**src/rtl/tagstore_pkg.sv**
```systemverilog
package tagstore_pkg;
    typedef enum logic [1:0] {
        OP_LOOKUP = 2'd0,
        OP_INSERT = 2'd1,
        OP_INVAL  = 2'd2,
        OP_SETLIM = 2'd3
    } ts_op_e;

    // limit value accepted when inside 1..ways
    function automatic logic limit_ok(input int unsigned value, input int unsigned ways);
        return (value >= 1) && (value <= ways);
    endfunction
endpackage

```
**src/rtl/tagstore_match.sv**
```systemverilog
module tagstore_match #(
    parameter int WAYS  = 4,
    parameter int TAG_W = 25,
    localparam int WAY_W = $clog2(WAYS),
    localparam int LIM_W = $clog2(WAYS + 1)
) (
    input  logic [WAYS-1:0]  valid_vec,
    input  logic [WAYS-1:0]  secure_vec,
    input  logic [TAG_W-1:0] tag_vec [WAYS],
    input  logic [TAG_W-1:0] req_tag,
    input  logic             req_secure,
    input  logic [LIM_W-1:0] limit,
    output logic             hit,
    output logic [WAY_W-1:0] hit_way,
    output logic [WAY_W-1:0] victim_way
);
    logic [WAYS-1:0] way_match;

    for (genvar w = 0; w < WAYS; w++) begin : g_cmp
        assign way_match[w] = (LIM_W'(w) < limit) && valid_vec[w]
                              && (secure_vec[w] == req_secure)
                              && (tag_vec[w] == req_tag);
    end

    always_comb begin
        logic found;
        hit        = |way_match;
        hit_way    = '0;
        victim_way = WAY_W'(limit - LIM_W'(1));
        found      = 1'b0;
        for (int w = WAYS - 1; w >= 0; w--) begin
            if (way_match[w]) hit_way = WAY_W'(w);
        end
        for (int w = 0; w < WAYS; w++) begin
            if (!found && (LIM_W'(w) < limit) && !valid_vec[w]) begin
                victim_way = WAY_W'(w);
                found      = 1'b1;
            end
        end
    end
endmodule

```
**src/rtl/tagstore_latency.sv**
```systemverilog
module tagstore_latency #(
    parameter int TIME_W  = 16,
    parameter int ACC_LAT = 2,
    parameter int LKP_LAT = 1
) (
    input  logic              hit,
    input  logic [TIME_W-1:0] ready_at,
    input  logic [TIME_W-1:0] now,
    output logic [TIME_W-1:0] lat
);
    logic [TIME_W-1:0] wait_left;

    always_comb begin
        wait_left = ready_at - now;
        if (!hit) begin
            lat = TIME_W'(LKP_LAT);
        end else if (!wait_left[TIME_W-1] && (wait_left > TIME_W'(ACC_LAT))) begin
            lat = wait_left + TIME_W'(ACC_LAT);
        end else begin
            lat = TIME_W'(ACC_LAT);
        end
    end
endmodule

```
**src/rtl/tagstore_stats.sv**
```systemverilog
module tagstore_stats #(
    parameter int WAYS  = 4,
    parameter int REF_W = 16,
    parameter int CNT_W = 32,
    localparam int LIM_W = $clog2(WAYS + 1)
) (
    input  logic             clk,
    input  logic             rst,
    input  logic             lk_fire,
    input  logic             ins_fire,
    input  logic             hit,
    input  logic             seq_mode,
    input  logic [LIM_W-1:0] limit,
    input  logic             evict,
    input  logic [REF_W-1:0] evict_refs,
    output logic [CNT_W-1:0] tag_cnt,
    output logic [CNT_W-1:0] data_cnt,
    output logic [CNT_W-1:0] repl_cnt,
    output logic [CNT_W-1:0] ref_sum
);
    always_ff @(posedge clk) begin
        if (rst) begin
            tag_cnt  <= '0;
            data_cnt <= '0;
            repl_cnt <= '0;
            ref_sum  <= '0;
        end else begin
            if (lk_fire) begin
                tag_cnt <= tag_cnt + CNT_W'(limit);
                if (!seq_mode)  data_cnt <= data_cnt + CNT_W'(limit);
                else if (hit)   data_cnt <= data_cnt + CNT_W'(1);
            end else if (ins_fire) begin
                tag_cnt  <= tag_cnt + CNT_W'(1);
                data_cnt <= data_cnt + CNT_W'(1);
                if (evict) begin
                    repl_cnt <= repl_cnt + CNT_W'(1);
                    ref_sum  <= ref_sum + CNT_W'(evict_refs);
                end
            end
        end
    end

    p_tag_step_r3: assert property (@(posedge clk) disable iff (rst)
        (tag_cnt - $past(tag_cnt)) <= CNT_W'(WAYS));
    p_data_le_tag_r4: assert property (@(posedge clk) disable iff (rst)
        data_cnt <= tag_cnt);
    p_repl_step_r10: assert property (@(posedge clk) disable iff (rst)
        (repl_cnt - $past(repl_cnt)) <= CNT_W'(1));
    p_seq_miss_r4: assert property (@(posedge clk) disable iff (rst)
        (lk_fire && seq_mode && !hit) |=> $stable(data_cnt));
endmodule

```
**src/rtl/tag_store.sv**
```systemverilog
module tag_store
    import tagstore_pkg::*;
#(
    parameter int ADDR_W  = 32,
    parameter int SETS    = 8,
    parameter int WAYS    = 4,
    parameter int OFF_W   = 4,
    parameter int TIME_W  = 16,
    parameter int REF_W   = 16,
    parameter int CNT_W   = 32,
    parameter int ACC_LAT = 2,
    parameter int LKP_LAT = 1
) (
    input  logic                       clk,
    input  logic                       rst,
    input  logic                       seq_mode,
    input  logic                       cmd_valid,
    output logic                       cmd_ready,
    input  logic [1:0]                 cmd_op,
    input  logic [ADDR_W-1:0]          cmd_addr,
    input  logic                       cmd_secure,
    input  logic [$clog2(WAYS)-1:0]    cmd_way,
    input  logic [TIME_W-1:0]          cmd_delay,
    input  logic [$clog2(WAYS+1)-1:0]  cmd_limit,
    output logic                       rsp_valid,
    output logic [1:0]                 rsp_op,
    output logic                       rsp_hit,
    output logic [$clog2(WAYS)-1:0]    rsp_way,
    output logic [TIME_W-1:0]          rsp_lat,
    output logic [$clog2(WAYS)-1:0]    rsp_victim,
    output logic [ADDR_W-1:0]          rsp_victim_addr,
    output logic                       rsp_err,
    output logic [$clog2(WAYS+1)-1:0]  alloc_ways,
    output logic [CNT_W-1:0]           tag_access_cnt,
    output logic [CNT_W-1:0]           data_access_cnt,
    output logic [CNT_W-1:0]           repl_cnt,
    output logic [CNT_W-1:0]           ref_total
);
    localparam int SET_W     = $clog2(SETS);
    localparam int WAY_W     = $clog2(WAYS);
    localparam int LIM_W     = $clog2(WAYS + 1);
    localparam int TAG_SHIFT = OFF_W + SET_W;
    localparam int TAG_W     = ADDR_W - TAG_SHIFT;

    typedef struct packed {
        logic              valid;
        logic              secure;
        logic [TAG_W-1:0]  tag;
        logic [REF_W-1:0]  refs;
        logic [TIME_W-1:0] ready;
    } line_t;

    line_t              lines [SETS][WAYS];
    logic [TIME_W-1:0]  now;
    logic [SET_W-1:0]   set_idx;
    logic [TAG_W-1:0]   req_tag;
    logic [WAYS-1:0]    valid_vec, secure_vec;
    logic [TAG_W-1:0]   tag_vec [WAYS];
    logic               hit;
    logic [WAY_W-1:0]   hit_way, victim_way;
    logic [TIME_W-1:0]  lat;
    logic               lk_fire, ins_fire, evict;
    line_t              hit_line, vic_line, ins_line;
    ts_op_e             op;

    assign op        = ts_op_e'(cmd_op);
    assign cmd_ready = !rst;
    assign set_idx   = SET_W'(cmd_addr >> OFF_W);
    assign req_tag   = TAG_W'(cmd_addr >> TAG_SHIFT);
    assign lk_fire   = cmd_valid && (op == OP_LOOKUP);
    assign ins_fire  = cmd_valid && (op == OP_INSERT) && (int'(cmd_way) < WAYS);
    assign hit_line  = lines[set_idx][hit_way];
    assign vic_line  = lines[set_idx][victim_way];
    assign ins_line  = lines[set_idx][cmd_way];
    assign evict     = ins_line.valid;

    for (genvar w = 0; w < WAYS; w++) begin : g_view
        assign valid_vec[w]  = lines[set_idx][w].valid;
        assign secure_vec[w] = lines[set_idx][w].secure;
        assign tag_vec[w]    = lines[set_idx][w].tag;
    end

    tagstore_match #(.WAYS(WAYS), .TAG_W(TAG_W)) u_match (
        .valid_vec(valid_vec), .secure_vec(secure_vec), .tag_vec(tag_vec),
        .req_tag(req_tag), .req_secure(cmd_secure), .limit(alloc_ways),
        .hit(hit), .hit_way(hit_way), .victim_way(victim_way)
    );

    tagstore_latency #(.TIME_W(TIME_W), .ACC_LAT(ACC_LAT), .LKP_LAT(LKP_LAT)) u_lat (
        .hit(hit), .ready_at(hit_line.ready), .now(now), .lat(lat)
    );

    tagstore_stats #(.WAYS(WAYS), .REF_W(REF_W), .CNT_W(CNT_W)) u_stats (
        .clk(clk), .rst(rst), .lk_fire(lk_fire), .ins_fire(ins_fire), .hit(hit),
        .seq_mode(seq_mode), .limit(alloc_ways), .evict(evict),
        .evict_refs(ins_line.refs), .tag_cnt(tag_access_cnt),
        .data_cnt(data_access_cnt), .repl_cnt(repl_cnt), .ref_sum(ref_total)
    );

    always_ff @(posedge clk) begin
        if (rst) begin
            for (int s = 0; s < SETS; s++)
                for (int w = 0; w < WAYS; w++)
                    lines[s][w] <= '0;
            now             <= '0;
            alloc_ways      <= LIM_W'(WAYS);
            rsp_valid       <= 1'b0;
            rsp_op          <= '0;
            rsp_hit         <= 1'b0;
            rsp_way         <= '0;
            rsp_lat         <= '0;
            rsp_victim      <= '0;
            rsp_victim_addr <= '0;
            rsp_err         <= 1'b0;
        end else begin
            now       <= now + TIME_W'(1);
            rsp_valid <= cmd_valid;
            if (cmd_valid) begin
                rsp_op  <= cmd_op;
                rsp_hit <= 1'b0;
                rsp_err <= 1'b0;
                unique case (op)
                    OP_LOOKUP: begin
                        rsp_hit         <= hit;
                        rsp_way         <= hit_way;
                        rsp_lat         <= lat;
                        rsp_victim      <= victim_way;
                        rsp_victim_addr <= (ADDR_W'(vic_line.tag) << TAG_SHIFT)
                                         | (ADDR_W'(set_idx) << OFF_W);
                        if (hit)
                            lines[set_idx][hit_way].refs <= hit_line.refs + REF_W'(1);
                    end
                    OP_INSERT: begin
                        if (ins_fire) begin
                            lines[set_idx][cmd_way].valid  <= 1'b1;
                            lines[set_idx][cmd_way].secure <= cmd_secure;
                            lines[set_idx][cmd_way].tag    <= req_tag;
                            lines[set_idx][cmd_way].refs   <= '0;
                            lines[set_idx][cmd_way].ready  <= now + cmd_delay;
                        end
                    end
                    OP_INVAL: begin
                        if (int'(cmd_way) < WAYS)
                            lines[set_idx][cmd_way].valid <= 1'b0;
                    end
                    OP_SETLIM: begin
                        if (limit_ok(int'(cmd_limit), WAYS)) alloc_ways <= cmd_limit;
                        else                                 rsp_err    <= 1'b1;
                    end
                endcase
            end
        end
    end

    p_limit_range_r9: assert property (@(posedge clk) disable iff (rst)
        (alloc_ways >= LIM_W'(1)) && (alloc_ways <= LIM_W'(WAYS)));
    p_reject_keeps_r9: assert property (@(posedge clk) disable iff (rst)
        (rsp_valid && rsp_op == OP_SETLIM && rsp_err) |-> $stable(alloc_ways));
    p_hit_in_limit_r2: assert property (@(posedge clk) disable iff (rst)
        (rsp_valid && rsp_hit) |-> (LIM_W'(rsp_way) < alloc_ways));
    p_victim_in_limit_r8: assert property (@(posedge clk) disable iff (rst)
        (rsp_valid && rsp_op == OP_LOOKUP) |-> (LIM_W'(rsp_victim) < alloc_ways));
    p_miss_lat_r6: assert property (@(posedge clk) disable iff (rst)
        (rsp_valid && rsp_op == OP_LOOKUP && !rsp_hit) |-> (rsp_lat == TIME_W'(LKP_LAT)));
    p_hit_lat_floor_r5: assert property (@(posedge clk) disable iff (rst)
        (rsp_valid && rsp_hit) |-> (rsp_lat >= TIME_W'(ACC_LAT)));
endmodule

```
**config.mk**
```make
export PLATFORM = sky130hd
export DESIGN_NAME = tag_store
export DESIGN_NICKNAME = d
export VERILOG_FILES = /design/src/rtl/tagstore_pkg.sv /design/src/rtl/tagstore_match.sv /design/src/rtl/tagstore_latency.sv /design/src/rtl/tagstore_stats.sv /design/src/rtl/tag_store.sv
export SDC_FILE = /design/constraint.sdc
export NUM_CORES = 2
export LEC_CHECK = 0
export ABC_CLOCK_PERIOD_IN_PS = 12750
export BUFFER_PORTS_ARGS = -buffer_cell sky130_fd_sc_hd__buf_2
export CAP_MARGIN = 10
export CORE_AREA = 5 5 469 471
export CTS_BUF_LIST = sky130_fd_sc_hd__clkbuf_2 sky130_fd_sc_hd__clkbuf_4 sky130_fd_sc_hd__clkbuf_8
export DETAILED_ROUTE_END_ITERATION = 7
export DIE_AREA = 0 0 474 476
export HOLD_SLACK_MARGIN = 0.1
export PLACE_DENSITY = 0.69
export SLEW_MARGIN = 5
export SYNTH_ARGS = -nofsm -noshare
export SYNTH_HDL_FRONTEND = slang
export SYNTH_HIERARCHICAL = 1
export SYNTH_SLANG_ARGS = --single-unit
```
**constraint.sdc**
```tcl
create_clock -name clk -period 12.75 [get_ports clk]
set_input_delay 3.825 -clock clk [delete_from_list [all_inputs] [get_ports clk]]
set_output_delay 3.825 -clock clk [all_outputs]
set_load 0.01 [all_outputs]
```
==> metrics.cfg <==
[final_layout]
final_cell_mix=edfxtp_1, nor2_1, and3_1
area_delta_synth_final_pct=11.3
final_cell_count_no_fill=11000
n_fill_cell=18400
fin_nets=7953
drive_above_1_share_pct=17.8
mostFrequentLayoutCell=edfxtp_1

[cts]
cts_root_buf=clkbuf_8
cts.clk_slew.worst_paths_ps=60
post_cts_buffers=0
cts.sinks=2088
cts_tree=yes
clk_path_buf_depth=4
htree_levels=5
clock_latency_ps=1090
cts_hold_buf=0
cts_buffers=356
post_cts_resized=0

[placement]
place_inst=10300
dpl.hpwl_mm=186
routabilityCongestion=0.912
portBuffers=240

[critical_path]
r2r_cells=24
worstPathRequired_ps=13730
crit_path_end_kind=flip-flop
cp_max_fo=30
critPathLaunchType=input port
critPathArrivalTime_ps=12230
cp_common_cell=buf_4
crit_slowest_cell=nor4_1
critical_path.max_stage_delay_ps=690
path_class=in2reg

[logic_synthesis]
synth_top_area_share_pct=59.0
synth_edf_count=1888
synth.distinct_cells=111
ys_top_cells_by_area=edfxtp_1, and3_1, nor2_1
yosys.area.top_type=edfxtp_1
yosys_warnings=6
ys_async_sr_fraction_pct=0
syn_area_sq_um=96100
synthFlopType=edfxtp_1
ys_seq_area_share_pct=63.2
syn-instance-count=7760
syn_area_per_cell_sq_um=12.4
ys_ff_latch=2088

[timing]
slew_headroom_pct=16.2
fmax_ghz=0.0888
fin_crit_sh_pct=88.3
hold_viol=0
finalSetupTns_ps=0
tightest_slew_ps=1250
rsz0062_at_grt=false
finalSetupViolCount=0
skew_ps=118
period_needed_ps=11260
finalMaxSlewViolations=0

[drt]
vias=69500
routed_wl_mm=314
viasPerCell=6.34
first_iter_violations=10000
final_antenna_net_count=0
drc_errors=0
wl_per_cell_um=28.7
dr.pass1.iters=8

[die]
rows=171
core_sq_um=216000
pin_count=249
die_w_um=474
die_area_sq_um=226000
die_h_um=476
start_util_pct=44.5

[pwr]
ir_drop_mv=0.116
p_leak_nw=41.2
p_per_area_nw_per_um2=143

[status]
outcome=completed

[flow_run]
maxCapViolations=0

[min_path]
hold_depth=2
hold_class=reg2reg

[global_route]
grt_pass1_vias=67900
overflow=0
grt_max_degree=173
grt_pass1_wl_mm=456
track_usage_pct=27.1
antenna_found_initial=22

[path summary, 6_finish.rpt]
check	slack, ps	startpoint	end
setup reg to reg	5310	lines[4][232]	rsp_lat[15]
hold / removal	450	rsp_lat[1]	rsp_lat[1]
setup / recovery	1490	cmd_addr[4]	rsp_lat[15]
hold reg to reg	450	rsp_lat[1]	rsp_lat[1]
[worst max-delay path, delay by kind of cell]
family / cells / cell delay [ps]
AND/OR/NAND/NOR: 12 / 3860
buffers and inverters: 8 / 1830
AO/OA/AOI/OAI: 6 / 1660
XOR/XNOR: 1 / 610
adder cells (fa/ha/maj): 1 / 310
[cell type report]
class / instances / area, sq um / area share (%)
inverters: 88 / 335 / 0.313
flip-flops and latches: 2088 / 60700 / 56.7
clock inverters: 116 / 693 / 0.648
clock buffers: 498 / 6110 / 5.71
well taps: 2854 / 3570 / 3.34
multi-input cells: 4819 / 32200 / 30.1
diodes: 9 / 22.5 / 0.0211
repair buffers: 478 / 3300 / 3.08
[Yosys cell counts (20+ instances only)]
master	number
nand3_1	156
a22o_1	73
nor2_1	1194
a222oi_1	20
ha_1	57
mux4_2	140
a21oi_1	156
a21o_1	25
dfxtp_1	200
a221oi_1	137
edfxtp_1	1888
and3_1	924
xor2_1	127
inv_1	83
mux2_2	107
a22oi_1	391
mux2i_1	86
o21ai_0	126
o211ai_1	26
buf_4	23
nor2_2	32
xnor2_1	120
nand4_1	137
buf_1	63
buf_2	87
nand2_1	366
nor2b_1	32
o31ai_1	27
clkbuf_1	573
nor3_1	40
[flip-flops by register name, summed over array words and instances, names as in the netlist, 2 cells and up]
register	count
rsp_way	2
alloc_ways	3
rsp_victim	2
u_stats/ref_sum	32
lines	1888
u_stats/tag_cnt	32
rsp_victim_addr	28
now	16
rsp_lat	16
u_stats/data_cnt	32
u_stats/repl_cnt	32
rsp_op	2
[power breakdown]
group / switching [mW] / total (mW) / internal, mW
sequential: 0.0800 / 7.79 / 7.71
clock: 2.72 / 5.94 / 3.21
combinational: 1.09 / 1.52 / 0.426
total: 3.90 / 15.3 / 11.4
[kinds of logic after synthesis]
family | count (synthesis) | share of synthesized area (%)
adders and majority gates | 62 | 0.847
AOI/OAI and AO/OA | 1115 | 8.48
buffers and inverters | 856 | 3.74
muxes | 341 | 5.53
and+or+nand+nor | 3047 | 15.9
other | 1 | 0.00390
xor gates and xnor gates | 250 | 2.30
DFF | 2088 | 63.2
[through the flow]
step | total power, mW | hold WS (ps) | setup WS [ps] | area, sq um | utilization [%]
after floorplan | 8.77 | 448 | 1110 | 96100 | -
after global placement | 9.37 | 445 | 748 | 100000 | 46.4
after detailed placement | 9.41 | 444 | 727 | 100000 | 46.4
after CTS | 15.3 | 452 | 1860 | 107000 | 49.6
after global routing | 15.7 | 478 | 1300 | 107000 | 49.6
final | 15.3 | 449 | 1490 | 107000 | 49.6
[layer usage]
metal	GRT usage, %	vias to the layer above	routed length, um
met2	43.2	4810	145000
met1	34.4	34400	112000
li1	-	29300	-
met5	0	-	76
met4	15.0	12	19100
met3	6.52	943	37700
No activity file was read; power rests on OpenSTA's default activity.
